<file path="config.mk">
export PLATFORM = sky130hd
export DESIGN_NAME = dram_rdcap
export DESIGN_NICKNAME = d
export VERILOG_FILES = /design/src/rtl/mcap_pkg.sv /design/src/rtl/mcap_cfg_reg.sv /design/src/rtl/mcap_clk_en.sv /design/src/rtl/mcap_capture.sv /design/src/rtl/dram_rdcap.sv
export SDC_FILE = /design/constraint.sdc
export NUM_CORES = 1
export LEC_CHECK = 0
export BUFFER_PORTS_ARGS = -buffer_cell sky130_fd_sc_hd__buf_2
export CORE_ASPECT_RATIO = 1.25
export CORE_MARGIN = 3
export CORE_UTILIZATION = 52
export CTS_BUF_LIST = sky130_fd_sc_hd__clkbuf_16
export DETAILED_ROUTE_END_ITERATION = 10
export GPL_TIMING_DRIVEN = 1
export PLACE_DENSITY = 0.77
export SYNTH_ARGS = -nofsm -noshare
export SYNTH_HDL_FRONTEND = slang
export SYNTH_SLANG_ARGS = --single-unit
</file>
<file path="constraint.sdc">
create_clock -name clk -period 2.1 [get_ports clk]
set_clock_uncertainty 0.2 [all_clocks]
set_input_delay 0.42 -clock clk [delete_from_list [all_inputs] [get_ports clk]]
set_output_delay 0.42 -clock clk [all_outputs]
set_load 0.02 [all_outputs]
</file>
<file path="src/rtl/mcap_pkg.sv">
package mcap_pkg;

  // Configuration layout, MSB first: bit4 rate, bit3 edge, bit2 late, bit1 clk polarity, bit0 type
  typedef struct packed {
    logic slow_rate;
    logic fall_edge;
    logic late;
    logic clk_true;
    logic sdram;
  } mcap_cfg_t;

  localparam int unsigned CFG_W = $bits(mcap_cfg_t);

  // Edge choice is honoured only for EDO parts
  function automatic logic use_fall(input mcap_cfg_t c);
    return !c.sdram && c.fall_edge;
  endfunction

  // Late latch is honoured only for EDO parts
  function automatic logic use_late(input mcap_cfg_t c);
    return !c.sdram && c.late;
  endfunction

  // Cycles from the taking edge to the strobe
  function automatic int unsigned word_latency(input mcap_cfg_t c);
    return use_late(c) ? 2 : 1;
  endfunction

  function automatic logic want_inv(input mcap_cfg_t c);
    return c.sdram && !c.clk_true;
  endfunction

endpackage

</file>
<file path="src/rtl/mcap_cfg_reg.sv">
module mcap_cfg_reg
  import mcap_pkg::*;
(
  input  logic             clk,
  input  logic             rst_n,
  input  logic             wr_en,
  input  logic [CFG_W-1:0] wr_val,
  output mcap_cfg_t        cfg_q
);

  always_ff @(posedge clk or negedge rst_n) begin
    if (!rst_n)     cfg_q <= '0;
    else if (wr_en) cfg_q <= mcap_cfg_t'(wr_val);
  end

endmodule

</file>
<file path="src/rtl/mcap_clk_en.sv">
module mcap_clk_en #(
  parameter int unsigned PERIOD = 3
) (
  input  logic clk,
  input  logic rst_n,
  input  logic slow,
  output logic en
);

  localparam int unsigned CW   = (PERIOD > 1) ? $clog2(PERIOD) : 1;
  localparam logic [CW-1:0] LAST = CW'(PERIOD - 1);

  logic [CW-1:0] phase_q;
  logic          gap_slot;

  assign gap_slot = (phase_q == LAST);
  assign en       = !slow || !gap_slot;

  always_ff @(posedge clk or negedge rst_n) begin
    if (!rst_n)        phase_q <= '0;
    else if (!slow)    phase_q <= '0;
    else if (gap_slot) phase_q <= '0;
    else               phase_q <= phase_q + 1'b1;
  end

  // in a steady reduced rate every gap follows two enabled cycles
  assert_gap_spacing_R8: assert property (@(posedge clk) disable iff (!rst_n)
    (slow && $past(slow) && $past(slow, 2) && !en) |-> ($past(en) && $past(en, 2)));

  // never two gaps in a row
  assert_single_gap_R8: assert property (@(posedge clk) disable iff (!rst_n)
    (slow && $past(slow) && $past(!en)) |-> en);

endmodule

</file>
<file path="src/rtl/mcap_capture.sv">
module mcap_capture
  import mcap_pkg::*;
#(
  parameter int unsigned DATA_W = 16
) (
  input  logic              clk,
  input  logic              rst_n,
  input  mcap_cfg_t         cfg,
  input  logic [DATA_W-1:0] raw_dq,
  input  logic              take,
  output logic [DATA_W-1:0] out_data,
  output logic              out_valid
);

  logic [DATA_W-1:0] fall_q;
  logic [DATA_W-1:0] s1_d, s2_d;
  logic              s1_v, s2_v;
  logic              pick_fall, pick_late;

  assign pick_fall = use_fall(cfg);
  assign pick_late = use_late(cfg);

  // Mid-cycle sample used for falling-edge capture
  always_ff @(negedge clk or negedge rst_n) begin
    if (!rst_n) fall_q <= '0;
    else        fall_q <= raw_dq;
  end

  always_ff @(posedge clk or negedge rst_n) begin
    if (!rst_n) begin
      s1_v <= 1'b0;
      s1_d <= '0;
      s2_v <= 1'b0;
      s2_d <= '0;
    end else begin
      s1_v <= take;
      s1_d <= pick_fall ? fall_q : raw_dq;
      s2_v <= s1_v;
      s2_d <= s1_d;
    end
  end

  assign out_valid = pick_late ? s2_v : s1_v;
  assign out_data  = pick_late ? s2_d : s1_d;

  // every strobe traces back to an accepted word
  assert_valid_has_source_R11: assert property (@(posedge clk) disable iff (!rst_n)
    out_valid |-> ($past(take) || $past(take, 2)));

  // SDRAM words always show one cycle after being taken
  assert_sdram_latency_R6: assert property (@(posedge clk) disable iff (!rst_n)
    (out_valid && cfg.sdram && $past(cfg.sdram)) |-> $past(take));

  // with the late latch held on, words show two cycles after being taken
  assert_late_latency_R4: assert property (@(posedge clk) disable iff (!rst_n)
    (out_valid && pick_late && $past(pick_late) && $past(pick_late, 2)) |-> $past(take, 2));

endmodule

</file>
<file path="src/rtl/dram_rdcap.sv">
module dram_rdcap
  import mcap_pkg::*;
#(
  parameter int unsigned DATA_W      = 16,
  parameter int unsigned RATE_PERIOD = 3
) (
  input  logic              clk,
  input  logic              rst_n,
  input  logic              cfg_we,
  input  logic [4:0]        cfg_wdata,
  input  logic [DATA_W-1:0] mem_dq,
  input  logic              mem_arrive,
  output logic [DATA_W-1:0] cap_data,
  output logic              cap_valid,
  output logic              mclk_en,
  output logic              mclk_inv
);

  mcap_cfg_t cfg_q;
  logic      word_take;

  mcap_cfg_reg u_cfg (
    .clk    (clk),
    .rst_n  (rst_n),
    .wr_en  (cfg_we),
    .wr_val (cfg_wdata),
    .cfg_q  (cfg_q)
  );

  mcap_clk_en #(.PERIOD(RATE_PERIOD)) u_rate (
    .clk   (clk),
    .rst_n (rst_n),
    .slow  (cfg_q.slow_rate),
    .en    (mclk_en)
  );

  // Words are only real on enabled memory-clock cycles
  assign word_take = mem_arrive && mclk_en;

  mcap_capture #(.DATA_W(DATA_W)) u_cap (
    .clk       (clk),
    .rst_n     (rst_n),
    .cfg       (cfg_q),
    .raw_dq    (mem_dq),
    .take      (word_take),
    .out_data  (cap_data),
    .out_valid (cap_valid)
  );

  assign mclk_inv = want_inv(cfg_q);

  // polarity only changes as a result of a register write
  assert_inv_follows_write_R10: assert property (@(posedge clk) disable iff (!rst_n)
    $rose(mclk_inv) |-> $past(cfg_we));

  // a word offered in a gap never reaches the output stage
  assert_gap_word_dropped_R9: assert property (@(posedge clk) disable iff (!rst_n)
    (mem_arrive && !mclk_en && !cfg_q.sdram && !cfg_q.late && !cfg_we) |=> !cap_valid);

endmodule

</file>
==> impl_results.md <==
- Number of buffers added on ports: 43
- Worst min path class: input pin to flip-flop
- Initial core utilization: between 50 and 60%
- Number of global-route vias before repair: roughly 1.1k
- Global-route wire length before repair: 5350 um
- R2R cell count: 1
- Final HPWL DP: around 2200 um
- Final core utilization: between 70% and 80%
- Placer Congestion: roughly 0.62
- H-tree levels: 3
- DP Area: 0.00233 mm^2
- Slowest-stage cell, CP: dfrtp_1
- DRC errors left: 0
- Pre-Repair DR Iteration Count: 2
- Sequential fraction of the synthesis area: 69.9%
- Total clock sinks: 57
- CP startpoint kind: flip-flop
- Final hold vios: 0
- Vias per cell: between 4 and 5
- Cell chain of the critical path: nand2b_4 -> clkbuf_16 -> mux2_4 -> buf_6
- #FFs+latches synth: 57
- Crit. End Element: output pin
- Total internal power: 2.24 mW
- Tcrit/Tclk final: between 90% and 100%
- Clock period minus worst slack: 2.08 ns
- Data required time at the worst endpoint: between 1 and 1.5 ns
- Max rail drop VDD: between 0.6 and 0.7 mV
- RSZ-0062 raised after global routing: yes
- Sw power: approximately 670 uW
- Crit-path max FO: 4
- Share of cells above drive strength 1: between 50 and 60%
- ANT nets after route: 0
- Cell Pwr Density: 1050 mW/mm^2
- Final nets: between 150 and 200
- Area growth syn-to-layout: 35.9%
- Final wirelength: about 3400 um
- Initial antenna violation count: 0
- Endpoints failing setup: 0
- Post-synth net total: ~130
- Switching Fraction: 23.0%
- Critical path launch point: u_cfg.cfg_q[0]
- Post-Synthesis Cells: roughly 110
- Outcome: completed
- Slew Limit Headroom: between 80% and 90%
- Die area: approximately 0.0047 mm^2
- Largest stage delay, worst path: roughly 0.37 ns
- Remaining Overflow, GRT: 0
- Type of the worst setup path: flip-flop to output pin
- Post-synthesis cell type count: 12
- Syn_area_per_cell: approximately 19 um^2
- Reg2reg start: u_cap.fall_q[8]
- Setup tns final: 0 ns
- Die width: about 62 um
- Most frequent cells in the layout: 41 x dfrtp_1, 26 x buf_2, 24 x mux2_4, 17 x buf_6, 16 x dfrtn_1
- Combinational cell fraction of total power: 16.2%
- Starting DRC count in detailed routing: 29
- Maxcap violations: 0
- Pin count of the biggest net entering global routing: 32
- Min-delay src: mem_arrive
- Total Power: roughly 2.9 mW
- CORE AREA: around 0.0036 mm^2
- Commonest non-fill, non-tap cell in the layout: dfrtp_1
- Mean routed wirelength per cell: between 15 and 20 um
- CTS max path bufs: 2
- CP top delay family: flip-flops
- Sequential power share: 42.6%
- Clock transition at path regs: ~0.05 ns
- Num CTS Buffers: 9
- Clock Latency Late Sink: ~0.32 ns
- Synth warn: 0
- DR vias: approximately 1.0k
- Design Area, Final: approximately 0.0028 mm^2
- Max Slew Vio Count: 0
- Hold Crit Depth: 2
- Die Span Y: between 70 and 80 um
- CTS root buffer: clkbuf_16
- Placement Rows: 24
- Lkg Pwr: between 1 and 1.5 nW
- IO Pins: between 40 and 50
- Max Fclk: 482 MHz
- Worst path buffer plus inverter count: 2
- Antenna fix cells: 0
- Worst-margin pin slew: between 0.15 and 0.2 ns
- Clock Power Share: approximately two fifths
- Critical Path Stages: 4
- Critical Path AT: about 1.5 ns
- Gr usage total: 16.2%
- Synthesized area: ~0.0020 mm^2
- TritonCTS clock tree: yes
[final timing paths]
check	end	slack (ns)
worst max-delay path	cap_valid	0.02
worst min-delay path	u_cap.s1_v	0.11
worst max register to register	u_cap.s1_d[8]	0.10
worst min register to register	u_cap.s2_d[10]	0.17
max in group asynchronous	u_cap.fall_q[5]	0.14
min in group asynchronous	u_cap.s2_d[1]	0.43
[through the flow]
step / hold WS, ns / setup WS, ns / std cells
2_1_floorplan: -0.0756 / 0.171 / 106
3_3_place_gp: 0.153 / 0.156 / 203
3_5_place_dp: 0.157 / 0.132 / 203
4_1_cts: 0.104 / -0.00136 / 221
5_1_grt: 0.116 / -0.0257 / 222
6_report: 0.113 / 0.0246 / 222
[area by class of cell]
class	instances	area, um^2
well taps	52	65.1
multi-input cells	45	574
flip-flops and latches	57	1430
clock inverters	7	28.8
fillers	222	860
repair buffers	52	454
clock buffers	9	225
[power groups by stage]
stage / Combinational, mW / Sequential (mW) / Clock, mW
floorplan: 0.265 / 1.24 / 0
global placement: 0.363 / 1.25 / 0
detailed placement: 0.371 / 1.26 / 0
CTS: 0.385 / 1.24 / 1.23
global route: 0.507 / 1.25 / 1.28
finish: 0.474 / 1.24 / 1.20
[layer usage]
layer / part of all wire [%] / global-route usage [%] / vias to the layer above
met3: 5.5 / 5.25 / 8
met2: 53 / 23.3 / 31
met4: 2.9 / 11.5 / 0
met1: 39 / 19.6 / 524
li1: - / - / 485
met5: 0 / 0 / -
[kinds of logic (layout without fill, tap and decap cells)]
logic type / Yosys count / after routing / share of synthesized area [%]
flip-flops: 57 / 57 / 69.9
AND/OR/NAND/NOR: 7 / 7 / 2.39
multiplexers: 38 / 38 / 24.6
buffers and inverters: 4 / 68 / 3.07
[registers in the layout, indices dropped and copies added (netlist names)]
signal and count:
u_cfg.cfg_q 5, u_rate.phase_q 2, u_cap.fall_q 16, u_cap.s2_v 1
u_cap.s2_d 16, u_cap.s1_v 1, u_cap.s1_d 16
[synth_stat cells (all sizes together)]
master   n  area (um^2)
nor2b    1         6.26
nor3b    1         7.51
dfrtp   41         1030
mux2    38          503
dfrtn   16          400
nand2b   2         12.5
buf      4         62.6
nand3b   1         7.51
and3b    1         8.76
and2     1         6.26
[what timing repair did]
item,in CTS,in global routing
pin swaps,0,0
cloned,0,1
setup endpoints to repair,17,13
gates resized for setup,3,41
hold buffers,1,0
hold endpoints to repair,41,0
setup buffers,1,0
Note: power is estimated with default switching activity, not from simulation.
